File: config.mk
export PLATFORM = sky130hd
export DESIGN_NAME = nand_id_seq
export DESIGN_NICKNAME = d
export VERILOG_FILES = /design/src/rtl/nand_id_pkg.sv /design/src/rtl/nand_id_ready_timer.sv /design/src/rtl/nand_id_param_capture.sv /design/src/rtl/nand_id_table.sv /design/src/rtl/nand_id_seq.sv
export SDC_FILE = /design/constraint.sdc
export NUM_CORES = 1
export LEC_CHECK = 0
export ABC_AREA = 1
export BUFFER_PORTS_ARGS = -buffer_cell sky130_fd_sc_hd__clkbuf_2
export CAP_MARGIN = 30
export CORE_UTILIZATION = 58
export DETAILED_ROUTE_END_ITERATION = 16
export GPL_TIMING_DRIVEN = 0
export PLACE_DENSITY = 0.81
export SYNTH_ARGS = -nofsm -noshare
export SYNTH_HDL_FRONTEND = slang
export SYNTH_SLANG_ARGS = --single-unit
File: constraint.sdc
create_clock -name clk -period 2.9 [get_ports clk]
set_input_delay 0.435 -clock clk [delete_from_list [all_inputs] [get_ports clk]]
set_output_delay 0.435 -clock clk [all_outputs]
set_load 0.01 [all_outputs]
File: src/rtl/nand_id_pkg.sv
package nand_id_pkg;

    typedef enum logic [1:0] {
        OP_CMD  = 2'd0,
        OP_ADDR = 2'd1,
        OP_READ = 2'd2
    } bus_op_e;

    typedef enum logic [3:0] {
        S_IDLE, S_PWR_WAIT, S_RST_CMD, S_RST_WAIT,
        S_PID_CMD, S_PID_ADDR, S_PID_RD,
        S_PG_CMD, S_PG_RD,
        S_LID_CMD, S_LID_ADDR, S_LID_RD,
        S_LOOKUP, S_DONE, S_FAIL
    } seq_state_e;

    localparam logic [7:0] CMD_RESET   = 8'hFF;
    localparam logic [7:0] CMD_READ_ID = 8'h90;
    localparam logic [7:0] CMD_PARAM   = 8'hEC;
    localparam logic [7:0] ADR_ONFI    = 8'h20;
    localparam logic [7:0] ADR_LEGACY  = 8'h00;

    typedef struct packed {
        logic [15:0] feat;
        logic [31:0] page_bytes;
        logic [15:0] spare_bytes;
        logic [31:0] pages_per_blk;
        logic [7:0]  addr_cycles;
    } geom_t;

    // Expected signature byte for position 0..3 of an ONFI answer.
    function automatic logic [7:0] sig_byte(input logic [1:0] pos);
        case (pos)
            2'd0:    return 8'h4F;
            2'd1:    return 8'h4E;
            2'd2:    return 8'h46;
            default: return 8'h49;
        endcase
    endfunction

    // Legacy table: bit 8 set marks a 16-bit part, bits 7:0 the device code.
    localparam int unsigned ID_TAB_N = 16;
    localparam logic [ID_TAB_N-1:0][8:0] ID_TAB = {
        9'h0F0, 9'h0A0, 9'h0F2, 9'h0A2, 9'h0F1, 9'h0A1, 9'h0DA, 9'h0AA,
        9'h1C0, 9'h1B0, 9'h1C2, 9'h1B2, 9'h1C1, 9'h1B1, 9'h1CA, 9'h1BA
    };

endpackage

File: src/rtl/nand_id_ready_timer.sv
module nand_id_ready_timer #(
    parameter int unsigned LIM_A = 100,
    parameter int unsigned LIM_B = 80
) (
    input  logic clk,
    input  logic rst_n,
    input  logic clr,
    input  logic sel_b,
    output logic expired
);
    localparam int unsigned LIM_MAX = (LIM_A > LIM_B) ? LIM_A : LIM_B;
    localparam int unsigned CNT_W   = $clog2(LIM_MAX + 1);

    typedef struct packed {
        logic [CNT_W-1:0] cnt;
    } tmr_t;

    tmr_t t_d, t_q;
    logic [CNT_W-1:0] last_d;

    always_comb begin
        last_d  = sel_b ? CNT_W'(LIM_B - 1) : CNT_W'(LIM_A - 1);
        expired = (t_q.cnt >= last_d);
        t_d     = t_q;
        if (clr)
            t_d.cnt = '0;
        else if (!expired)
            t_d.cnt = t_q.cnt + 1'b1;
    end

    always_ff @(posedge clk or negedge rst_n) begin
        if (!rst_n) t_q <= '0;
        else        t_q <= t_d;
    end

    AST_TMR_RESTART: assert property (@(posedge clk) disable iff (!rst_n)
        clr |=> !expired || (LIM_A == 1) || (LIM_B == 1));
endmodule

File: src/rtl/nand_id_param_capture.sv
module nand_id_param_capture
    import nand_id_pkg::*;
#(
    parameter int unsigned IDX_W = 7
) (
    input  logic             clk,
    input  logic             rst_n,
    input  logic             clr,
    input  logic             byte_vld,
    input  logic [IDX_W-1:0] byte_idx,
    input  logic [7:0]       byte_val,
    output geom_t            geom
);
    geom_t g_d, g_q;

    always_comb begin
        g_d = g_q;
        if (clr) begin
            g_d = '0;
        end else if (byte_vld) begin
            case (int'(byte_idx))
                6:   g_d.feat[7:0]             = byte_val;
                7:   g_d.feat[15:8]            = byte_val;
                80:  g_d.page_bytes[7:0]       = byte_val;
                81:  g_d.page_bytes[15:8]      = byte_val;
                82:  g_d.page_bytes[23:16]     = byte_val;
                83:  g_d.page_bytes[31:24]     = byte_val;
                84:  g_d.spare_bytes[7:0]      = byte_val;
                85:  g_d.spare_bytes[15:8]     = byte_val;
                92:  g_d.pages_per_blk[7:0]    = byte_val;
                93:  g_d.pages_per_blk[15:8]   = byte_val;
                94:  g_d.pages_per_blk[23:16]  = byte_val;
                95:  g_d.pages_per_blk[31:24]  = byte_val;
                101: g_d.addr_cycles           = byte_val;
                default: ;
            endcase
        end
    end

    always_ff @(posedge clk or negedge rst_n) begin
        if (!rst_n) g_q <= '0;
        else        g_q <= g_d;
    end

    assign geom = g_q;

    AST_CAP_QUIET: assert property (@(posedge clk) disable iff (!rst_n)
        (!clr && !byte_vld) |=> $stable(g_q));
endmodule

File: src/rtl/nand_id_table.sv
module nand_id_table
    import nand_id_pkg::*;
#(
    parameter int unsigned PAGE_BYTES = 2048,
    parameter int unsigned BLK_PAGES  = 64
) (
    input  logic [7:0] dev_id,
    output logic       hit,
    output geom_t      geom
);
    localparam int unsigned SPARE_BYTES = PAGE_BYTES / 32;

    logic [ID_TAB_N-1:0] match;
    logic [ID_TAB_N-1:0] wide;

    for (genvar i = 0; i < ID_TAB_N; i++) begin : g_ent
        assign match[i] = (ID_TAB[i][7:0] == dev_id);
        assign wide[i]  = match[i] & ID_TAB[i][8];
    end

    always_comb begin
        hit                = |match;
        geom               = '0;
        geom.feat[0]       = |wide;
        geom.page_bytes    = 32'(PAGE_BYTES);
        geom.spare_bytes   = 16'(SPARE_BYTES);
        geom.pages_per_blk = 32'(BLK_PAGES);
    end
endmodule

File: src/rtl/nand_id_seq.sv
module nand_id_seq
    import nand_id_pkg::*;
#(
    parameter int unsigned CLK_KHZ       = 50000,
    parameter int unsigned PWR_MS        = 250,
    parameter int unsigned RST_MS        = 200,
    parameter int unsigned TAB_PAGE      = 2048,
    parameter int unsigned TAB_BLK_PAGES = 64
) (
    input  logic        clk,
    input  logic        rst_n,
    input  logic        start,
    input  logic        rdy,
    output logic        bus_req,
    output logic [1:0]  bus_op,
    output logic [7:0]  bus_wdata,
    input  logic        bus_ack,
    input  logic [7:0]  bus_rdata,
    output logic        done,
    output logic        fail,
    output logic        src_onfi,
    output logic [15:0] feat,
    output logic [31:0] page_bytes,
    output logic [15:0] spare_bytes,
    output logic [31:0] pages_per_blk,
    output logic [7:0]  addr_cycles
);
    localparam int unsigned PWR_CYC = CLK_KHZ * PWR_MS;
    localparam int unsigned RST_CYC = CLK_KHZ * RST_MS;
    localparam int unsigned PG_LAST = 101;
    localparam int unsigned IDX_W   = $clog2(PG_LAST + 1);

    typedef struct packed {
        seq_state_e       st;
        logic [IDX_W-1:0] idx;
        logic             sig_ok;
        logic             fb;
        logic             onfi;
        logic [7:0]       dev_id;
    } seq_t;

    localparam seq_t SEQ_RST = '{st: S_IDLE, idx: '0, sig_ok: 1'b0,
                                 fb: 1'b0, onfi: 1'b0, dev_id: 8'h00};

    seq_t  s_d, s_q;
    logic  tmr_clr, tmr_sel, tmr_exp;
    logic  cap_clr, cap_vld;
    logic  sig_m, tab_hit;
    geom_t cap_geom, tab_geom, out_geom;

    nand_id_ready_timer #(.LIM_A(PWR_CYC), .LIM_B(RST_CYC)) u_timer (
        .clk(clk), .rst_n(rst_n), .clr(tmr_clr), .sel_b(tmr_sel), .expired(tmr_exp)
    );

    nand_id_param_capture #(.IDX_W(IDX_W)) u_capture (
        .clk(clk), .rst_n(rst_n), .clr(cap_clr), .byte_vld(cap_vld),
        .byte_idx(s_q.idx), .byte_val(bus_rdata), .geom(cap_geom)
    );

    nand_id_table #(.PAGE_BYTES(TAB_PAGE), .BLK_PAGES(TAB_BLK_PAGES)) u_table (
        .dev_id(s_q.dev_id), .hit(tab_hit), .geom(tab_geom)
    );

    always_comb begin
        s_d       = s_q;
        bus_req   = 1'b0;
        bus_op    = OP_CMD;
        bus_wdata = 8'h00;
        tmr_clr   = 1'b1;
        tmr_sel   = 1'b0;
        cap_clr   = 1'b0;
        cap_vld   = 1'b0;
        sig_m     = (bus_rdata == sig_byte(s_q.idx[1:0]));

        case (s_q.st)
            S_IDLE, S_DONE, S_FAIL: begin
                if (start) begin
                    s_d     = SEQ_RST;
                    s_d.st  = S_PWR_WAIT;
                    cap_clr = 1'b1;
                end
            end
            S_PWR_WAIT: begin
                tmr_clr = 1'b0;
                if (rdy)          s_d.st = S_RST_CMD;
                else if (tmr_exp) s_d.st = S_FAIL;
            end
            S_RST_CMD: begin
                bus_req   = 1'b1;
                bus_wdata = CMD_RESET;
                if (bus_ack) s_d.st = S_RST_WAIT;
            end
            S_RST_WAIT: begin
                tmr_clr = 1'b0;
                tmr_sel = 1'b1;
                if (rdy)          s_d.st = s_q.fb ? S_LID_CMD : S_PID_CMD;
                else if (tmr_exp) s_d.st = S_FAIL;
            end
            S_PID_CMD: begin
                bus_req   = 1'b1;
                bus_wdata = CMD_READ_ID;
                if (bus_ack) s_d.st = S_PID_ADDR;
            end
            S_PID_ADDR: begin
                bus_req   = 1'b1;
                bus_op    = OP_ADDR;
                bus_wdata = ADR_ONFI;
                if (bus_ack) begin
                    s_d.st     = S_PID_RD;
                    s_d.idx    = '0;
                    s_d.sig_ok = 1'b1;
                end
            end
            S_PID_RD: begin
                bus_req = 1'b1;
                bus_op  = OP_READ;
                if (bus_ack) begin
                    s_d.sig_ok = s_q.sig_ok & sig_m;
                    s_d.idx    = s_q.idx + 1'b1;
                    if (s_q.idx == IDX_W'(3)) begin
                        s_d.st = (s_q.sig_ok && sig_m) ? S_PG_CMD : S_RST_CMD;
                        s_d.fb = !(s_q.sig_ok && sig_m);
                    end
                end
            end
            S_PG_CMD: begin
                bus_req   = 1'b1;
                bus_wdata = CMD_PARAM;
                if (bus_ack) begin
                    s_d.st     = S_PG_RD;
                    s_d.idx    = '0;
                    s_d.sig_ok = 1'b1;
                end
            end
            S_PG_RD: begin
                bus_req = 1'b1;
                bus_op  = OP_READ;
                if (bus_ack) begin
                    cap_vld = 1'b1;
                    s_d.idx = s_q.idx + 1'b1;
                    if (s_q.idx < IDX_W'(4))
                        s_d.sig_ok = s_q.sig_ok & sig_m;
                    if (s_q.idx == IDX_W'(3) && !(s_q.sig_ok && sig_m)) begin
                        s_d.st = S_RST_CMD;
                        s_d.fb = 1'b1;
                    end else if (s_q.idx == IDX_W'(PG_LAST)) begin
                        s_d.st   = S_DONE;
                        s_d.onfi = 1'b1;
                    end
                end
            end
            S_LID_CMD: begin
                bus_req   = 1'b1;
                bus_wdata = CMD_READ_ID;
                if (bus_ack) s_d.st = S_LID_ADDR;
            end
            S_LID_ADDR: begin
                bus_req   = 1'b1;
                bus_op    = OP_ADDR;
                bus_wdata = ADR_LEGACY;
                if (bus_ack) begin
                    s_d.st  = S_LID_RD;
                    s_d.idx = '0;
                end
            end
            S_LID_RD: begin
                bus_req = 1'b1;
                bus_op  = OP_READ;
                if (bus_ack) begin
                    s_d.idx = s_q.idx + 1'b1;
                    if (s_q.idx[0]) begin
                        s_d.dev_id = bus_rdata;
                        s_d.st     = S_LOOKUP;
                    end
                end
            end
            S_LOOKUP: s_d.st = tab_hit ? S_DONE : S_FAIL;
            default:  s_d.st = S_IDLE;
        endcase
    end

    always_ff @(posedge clk or negedge rst_n) begin
        if (!rst_n) s_q <= SEQ_RST;
        else        s_q <= s_d;
    end

    always_comb begin
        done     = (s_q.st == S_DONE);
        fail     = (s_q.st == S_FAIL);
        src_onfi = done & s_q.onfi;
        out_geom = '0;
        if (done) out_geom = s_q.onfi ? cap_geom : tab_geom;
    end

    assign feat          = out_geom.feat;
    assign page_bytes    = out_geom.page_bytes;
    assign spare_bytes   = out_geom.spare_bytes;
    assign pages_per_blk = out_geom.pages_per_blk;
    assign addr_cycles   = out_geom.addr_cycles;

    AST_WAIT_NO_EARLY_FAIL: assert property (@(posedge clk) disable iff (!rst_n)
        (s_q.st inside {S_PWR_WAIT, S_RST_WAIT}) && !tmr_exp |=> !fail);
    AST_FAIL_STICKY: assert property (@(posedge clk) disable iff (!rst_n)
        fail && !start |=> fail);
    AST_DONE_HOLD: assert property (@(posedge clk) disable iff (!rst_n)
        done && !start |=> done && $stable(page_bytes) && $stable(pages_per_blk));
    AST_REQ_STABLE: assert property (@(posedge clk) disable iff (!rst_n)
        bus_req && !bus_ack |=> bus_req && $stable(bus_op) && $stable(bus_wdata));
    AST_QUIET_END: assert property (@(posedge clk) disable iff (!rst_n)
        (done || fail) |-> !bus_req);
    AST_TABLE_PAGE: assert property (@(posedge clk) disable iff (!rst_n)
        done && !src_onfi |-> page_bytes == 32'(TAB_PAGE));
endmodule

==> results of run 1 <==
==> metal layers <==
metal	global-route usage	vias to the layer above	share of wire
li1	-	4016	-
met5	0	-	0
met4	0.128	0	0.026
met3	0.0623	60	0.074
met1	0.410	3884	0.42
met2	0.521	375	0.48
==> synth_stat cells (5+ instances only) <==
cell      count
dfrtp_1     150
o21ai_1      60
xor2_1       16
buf_6        11
nor3_1       15
buf_4         7
clkbuf_1     23
nor2_1      177
a21oi_1       6
inv_2         9
buf_2        11
o21ai_0      75
nand4_1      12
o21ai_2       8
inv_1        68
o31ai_1       5
nand3_1      77
ha_1         17
nand2_1     370
==> through the flow <==
step                      cells  TNS [ns]  worst slack [ns]  instance area, µm²
after detailed placement   1471     -1.32            -0.143                9410
final                      1502         0             0.238               10100
after global routing       1502         0            0.0204               10100
after floorplan            1160         0             0.536                8500
after global placement     1470   -171.27             -1.15                9370
after CTS                  1502         0            0.0571               10000
==> sequential cells by signal (all words and copies together), names as in the netlist <==
name,flops
u_capture.geom,104
u_timer.t_q,24
s_q,22
==> cell families (layout without fill, tap and decap cells) <==
group	count (synthesis)	count (layout)	share of synthesized area
buffers and inverters	138	300	0.0767
adder cells (fa/ha/maj)	17	17	0.0250
AND/OR/NAND/NOR	669	669	0.322
flip-flops	150	150	0.442
AO/OA/AOI/OAI	166	166	0.114
XOR/XNOR	20	20	0.0206
==> what timing repair did <==
| item | 4_1_cts | 5_1_grt |
|---|---|---|
| hold buffers | 1 | 0 |
| endpoints found under the setup margin | 61 | 22 |
| hold endpoints to repair | 48 | 0 |
| gates resized for setup | 2 | 8 |
| pin swaps | 0 | 0 |
==> worst max path at each step <==
| stage | startpoint | endpoint | slack, ns | cells after the start |
|---|---|---|---|---|
| floorplan | s_q[20] | u_timer.t_q[16] | 0.54 | 14 |
| global placement | rst_n | u_capture.geom[25] | -1.15 | 1 |
| detailed placement | s_q[20] | u_timer.t_q[21] | -0.14 | 14 |
| CTS | s_q[20] | u_timer.t_q[21] | 0.06 | 14 |
| global route | s_q[20] | u_timer.t_q[2] | 0.02 | 15 |
| finish | s_q[8] | feat[12] | 0.24 | 5 |
==> worst reg2reg max path: cells and delay by family, from the launching register on <==
family                     cells  cell delay (ns)
and+or+nand+nor                8             0.72
adders and majority gates      2             0.53
AOI/OAI and AO/OA              2             0.41
DFF                            1             0.41
buffers and inverters          3             0.48
==> report_power, final <==
| group | internal [mW] | switching, mW |
|---|---|---|
| clock network | 1.49 | 0.911 |
| logic | 1.03 | 2.04 |
| registers | 2.80 | 0.436 |
| total | 5.32 | 3.38 |
==> area by class of cell <==
type,count,area (µm²),share of cell area
multi-input cells,872,4110,0.408
clock buffers,21,460,0.0457
flip-flops and latches,150,3750,0.373
inverters,79,304,0.0302
plain buffers,58,353,0.0350
repair buffers,132,697,0.0692
well taps,180,225,0.0224
clock inverters,10,170,0.0169
==> summary.txt, run 1 <==
Outcome
  – Status: finished, final reports clean

Clock network
  – H-tree levels: 4
  – CTS tree: done
  – Max Buffers Root-to-Sink: 2
  – Root Driver: clkbuf_16
  – CTS sink cnt: 150
  – Worst-Skew Late Latency: 0.43 ns
  – Clock Pin Slew Worst Setup and Hold Paths: 0.06 ns
  – Postcts setup bufs: 0
  – Inserted Clock Buffers: 17

Critical path
  – Worst r2r path cells: 15
  – Slowest CP cell: clkbuf_1
  – Arrival time at the worst endpoint: 2.23 ns
  – Reg-to-Reg Start: s_q[20]
  – Worst r2r dst: u_timer.t_q[3]
  – Worst path bufs/invs: 3
  – Critical path required time: 2.47 ns
  – R2r setup slk: 0.29 ns
  – Critical Path Most Common Cell: clkbuf_1
  – Critical Path Source Type: flop
  – CP Capture Type: output port
  – Crit-path cells: clkbuf_1 -> clkbuf_1 -> nand2_1 -> nor2_1 -> clkbuf_2
  – Cell family with most CP delay: buffers and inverters
  – Crit-path max FO: 10
  – CP peak stage delay: 0.57 ns
  – Kind of critical path: reg -> out

Placed design
  – Port-buffer cells: 130
  – Routability cong.: 1.02
  – HPWL Detailed: 16,100 µm

Detailed routing
  – Avg Vias per Cell: 5.55
  – Final antenna-violating net count: 0
  – Drc violations: 0
  – Wirelength per Cell: 15.4 µm
  – Initial DRC count: 749
  – Wirelength, routed: 23,100 µm
  – Vias: 8,335
  – Total iterations of the first detailed-routing run: 6

Timing
  – Max-slew violation count: 0
  – Setup-failing EPs final: 0
  – Fmax: 376 MHz
  – Hold Vio Cnt, Final: 0
  – Slew margin rel.: 0.514
  – Hold_ws: 0.291 ns
  – Setup Skew: 0.00597 ns
  – RSZ-0062 raised after global routing: no
  – Crit path time final: 2.66 ns
  – Fin crit share: 0.918
  – Slew @ Worst Pin: 0.729 ns

Floorplan
  – Die Y: 123 µm
  – I/O Pins: 131
  – Core area: 14,100 µm²
  – Die Area: 15,100 µm²
  – Initial Util: 0.603
  – DIE WIDTH: 123 µm
  – Std-Cell Rows: 43

Synth
  – Yosys cell types: 42
  – Cell area after synthesis: 8500 µm²
  – Yosys warns: 0
  – Seq/Total Area, Yosys: 0.442
  – Synthesized netlist net count: 1,190
  – Post-synth ARST share: 1.00
  – Syn Inst Count: 1,160
  – Synthesis-stage register bit count: 150
  – Synth Flop Type: dfrtp_1
  – Synth area leader: dfrtp_1
  – Top cells by area, synth: dfrtp_1, nand2_1, nor2_1
  – Avg Inst Size Synth: 7.32 µm²
  – Post-synth top area share: 0.442
  – Post-synth EDFFs: 0

Global route
  – Initial antenna violation count: 0
  – GR Overflow Total: 0
  – All-Layer GR Usage: 0.316
  – Largest net degree at the start of global routing: 103
  – Vias in the first global route: 7,572
  – First-pass GRT wire length: 36,500 µm

Min path
  – Min-Delay Endpoint: s_q[4]
  – Hold Crit Depth: 3
  – Worst Hold Class: in -> reg
  – Min-delay src: bus_rdata[4]

Cells and area
  – Diode count: 0
  – Nets: 1,340
  – Fraction of layout cells with a size suffix above 1: 0.177
  – Most frequent cells in the layout: nand2_1, nor2_1, dfrtp_1, clkbuf_2, nand3_1
  – Most common cell after layout, fill and taps aside: nand2_1
  – Fillcell total: 1,182
  – Area growth from synthesis to layout: 18.5%
  – Post-layout util: 0.714

Power and ir drop
  – Maximum vdd drop: 0.484 mV
  – Total power: 8.70 mW
  – Pwr/cell area: 864 nW/µm²
  – Leak: 4.87 nW

Run
  – Max-capacitance violation count: 0
No activity file was read; power rests on OpenSTA's default activity.
==> run 2, diff against run 1 <==
--- a/config.mk
+++ b/config.mk
@@ -5,13 +5,12 @@
 export SDC_FILE = /design/constraint.sdc
 export NUM_CORES = 1
 export LEC_CHECK = 0
-export ABC_AREA = 1
 export BUFFER_PORTS_ARGS = -buffer_cell sky130_fd_sc_hd__clkbuf_2
 export CAP_MARGIN = 30
-export CORE_UTILIZATION = 58
+export CORE_UTILIZATION = 57
 export DETAILED_ROUTE_END_ITERATION = 16
 export GPL_TIMING_DRIVEN = 0
-export PLACE_DENSITY = 0.81
+export PLACE_DENSITY = 0.8
 export SYNTH_ARGS = -nofsm -noshare
 export SYNTH_HDL_FRONTEND = slang
 export SYNTH_SLANG_ARGS = --single-unit
==> run 2 against run 1 <==
Clock-buffer cell count grew 1. Highest routed layer unchanged. Clock power shrank 9.6%. Register-to-register slack lost 0.27 ns. Synthesized area shrank 2.4%. Wire length grew 6.3%. Setup slack lost 0.22 ns. Die area shrank 0.72%. Final area grew 1.2%. Critical endpoint is now u_timer.t_q[14]. Global-route usage grew 1.3 points. Critical path depth grew 8.
==> summary.txt, run 2 <==
Synth
  – Synth Flop Type: dfrtp_1
  – Yosys cell types: 58 (+38%)
  – Post-synth top cells: nand2_1, dfrtp_1, a21oi_1
  – Cell area after synthesis: 8290 µm² (-2.4%)
  – Post-synth top area share: 0.453 (+0.0111)
  – Post-synth EDFFs: 0 (unchanged)
  – Synth area leader: dfrtp_1
  – Syn Inst Count: 968 (-17%)
  – Top cells by area, synth: dfrtp_1, and2_1, nand2_1
  – Seq/Total Area, Yosys: 0.453 (+0.0111)
  – Cell with the most instances after synthesis: nand2_1
  – Yosys warns: 0 (unchanged)
  – Synthesized netlist net count: 998 (-16%)
  – Avg Inst Size Synth: 8.56 µm² (+17%)
  – Post-synth ARST share: 1.00 (unchanged)
  – Synthesis-stage register bit count: 150 (unchanged)

Timing
  – Setup Skew: 0.00517 ns (-0.000797 ns)
  – Slew @ Worst Pin: 0.785 ns (+0.0556 ns)
  – Hold_ws: 0.0111 ns (-0.280 ns)
  – Fmax: 347 MHz (-7.6%)
  – Sum Neg Setup Slack: 0 ns (unchanged)
  – Fin crit share: 0.993 (+0.0752)
  – Slew margin rel.: 0.477 (-0.0371)
  – RSZ-0062 raised after global routing: yes
  – Hold Vio Cnt, Final: 0 (unchanged)
  – Setup-failing EPs final: 0 (unchanged)
  – Crit path time final: 2.88 ns (+0.218 ns)
  – Max-slew violation count: 0 (unchanged)

Detailed routing
  – Vias: 8,088 (-3.0%)
  – Drc violations: 0 (unchanged)
  – Initial DRC count: 989 (+32%)
  – Wirelength per Cell: 18.5 µm (+20%)
  – Avg Vias per Cell: 6.09 (+9.8%)
  – Wirelength, routed: 24,600 µm (+6.3%)
  – Final antenna-violating net count: 0 (unchanged)
  – Total iterations of the first detailed-routing run: 6 (unchanged)

Power and ir drop
  – Maximum vdd drop: 0.418 mV (-14%)
  – Pwr/cell area: 600 nW/µm² (-31%)
  – Leak: 4.61 nW (-5.4%)

Cells and area
  – Multi-input logic area: 4370 µm² (+6.4%)
  – Post-layout util: 0.726 (+0.0115)
  – Nets: 1,165 (-13%)
  – Fraction of layout cells with a size suffix above 1: 0.214 (+0.0366)
  – Max reg flops: 104 (unchanged)
  – Most frequent cells in the layout: nand2_1, dfrtp_1, clkbuf_2, and2_1, a21oi_1
  – Register Area: 3750 µm² (unchanged)
  – Most common cell after layout, fill and taps aside: nand2_1
  – Fillcell total: 1,056 (-11%)
  – Area growth from synthesis to layout: 23.0%
  – Diode count: 0 (unchanged)

Placed design
  – Routability cong.: 0.941 (-8.1%)
  – Port-buffer cells: 129 (-0.77%)
  – HPWL Detailed: 16,000 µm (-0.65%)

Clock network
  – Clock Pin Slew Worst Setup and Hold Paths: 0.06 ns (about the same)
  – CTS sink cnt: 150 (unchanged)
  – H-tree levels: 4 (unchanged)
  – CTS Hold Bufs: 0 (-1)
  – Max Buffers Root-to-Sink: 2 (unchanged)
  – Worst-Skew Late Latency: 0.42 ns (about the same)
  – CTS tree: done
  – Inserted Clock Buffers: 17 (unchanged)
  – Root Driver: clkbuf_16

Critical path
  – Arrival time at the worst endpoint: 3.23 ns (+1.00 ns)
  – Crit-path max FO: 8 (-2)
  – Critical path required time: 3.25 ns (+0.78 ns)
  – Critical Path Source Type: flop
  – CP Capture Type: flop
  – Kind of critical path: reg -> reg

Global route
  – GR Overflow Total: 0 (unchanged)
  – Largest net degree at the start of global routing: 80 (-22%)
  – Vias in the first global route: 7,292 (-3.7%)
  – Initial antenna violation count: 0 (unchanged)
  – First-pass GRT wire length: 37,600 µm (+3.1%)
  – All-Layer GR Usage: 0.329 (+0.0128)

Floorplan
  – Die Y: 123 µm (-0.36%)
  – Core area: 14,000 µm² (-0.38%)
  – DIE WIDTH: 123 µm (-0.36%)
  – Initial Util: 0.590 (-0.0125)
  – Std-Cell Rows: 43 (unchanged)
  – I/O Pins: 131 (unchanged)
  – Die Area: 15,000 µm² (-0.72%)

Outcome
  – Status: finished, final reports clean

Run
  – Max-capacitance violation count: 0 (unchanged)

Min path
  – Worst Hold Class: in -> async
[run 2: worst max-delay path, stage by stage, from the launching register on]
cell,delay (ns)
dfrtp_1,0.37
buf_6,0.13
buf_8,0.12
and2_4,0.15
nand2_8,0.09
clkinv_8,0.08
ha_4,0.21
a311o_1,0.31
nand2_2,0.10
a211oi_4,0.08
or4_4,0.52
buf_6,0.15
or3_4,0.32
a21oi_2,0.14
[run 2: area by class of cell]
class                      count  area share
tap                          180      0.0221
clock buffer                  22      0.0455
buffer                        69      0.0341
inverter                      20     0.00859
sequential                   150       0.368
clock inverter                 9     0.00994
multi-input combinational    726       0.429
timing repair buffer         151      0.0827
[run 2: path summary, 6_finish.rpt]
check                              startpoint                  to  slack (ns)  depth (start not counted)
setup / recovery                      s_q[18]     u_timer.t_q[14]        0.02                         13
hold / removal                          rst_n     u_timer.t_q[17]        0.01                          1
setup reg to reg                      s_q[18]     u_timer.t_q[14]        0.02                         13
hold reg to reg            u_capture.geom[74]  u_capture.geom[74]        0.51                          2
max in group asynchronous               rst_n  u_capture.geom[75]        2.09                          2
min in group clk                 bus_rdata[6]  u_capture.geom[14]        0.35                          3
[run 2: timing repair]
action / 4_1_cts / 5_1_grt
resized for setup: 31 / 45
pin swaps: 11 / 17
setup buffers: 10 / 11
endpoints found under the setup margin: 119 / 190
[run 2: where the power goes]
part           total [mW]  switching [mW]  internal, mW
Combinational        1.75            1.15         0.604
Sequential           2.19          0.0539          2.14
Clock                2.17           0.868          1.30
[run 2: per-layer routing]
metal,part of all wire,vias to the layer above,GRT usage,routed length (µm)
met1,0.41,3841,0.458,10100
met4,0.029,0,0.126,707
met5,0,-,0,0
met2,0.47,537,0.511,11400
li1,-,3643,-,-
met3,0.094,67,0.0599,2300
[run 2: through the flow]
stage / area [µm²] / power, mW / setup WS (ns) / instances
after CTS: 9950 / 5.90 / 0.0102 / 1318
final: 10200 / 6.12 / 0.0198 / 1327
after detailed placement: 9210 / 3.69 / -0.412 / 1278
after global placement: 9170 / 3.67 / -1.17 / 1277
after floorplan: 8300 / 3.21 / 0.0208 / 968
after global routing: 10200 / 6.34 / -0.0802 / 1327
[run 2: kinds of logic after synthesis]
family	count (synthesis)	share of synthesized area
DFF	150	0.453
buffers and inverters	92	0.0453
AOI/OAI and AO/OA	182	0.130
muxes	27	0.0328
adders and majority gates	17	0.0257
and+or+nand+nor	480	0.293
xor gates and xnor gates	20	0.0211
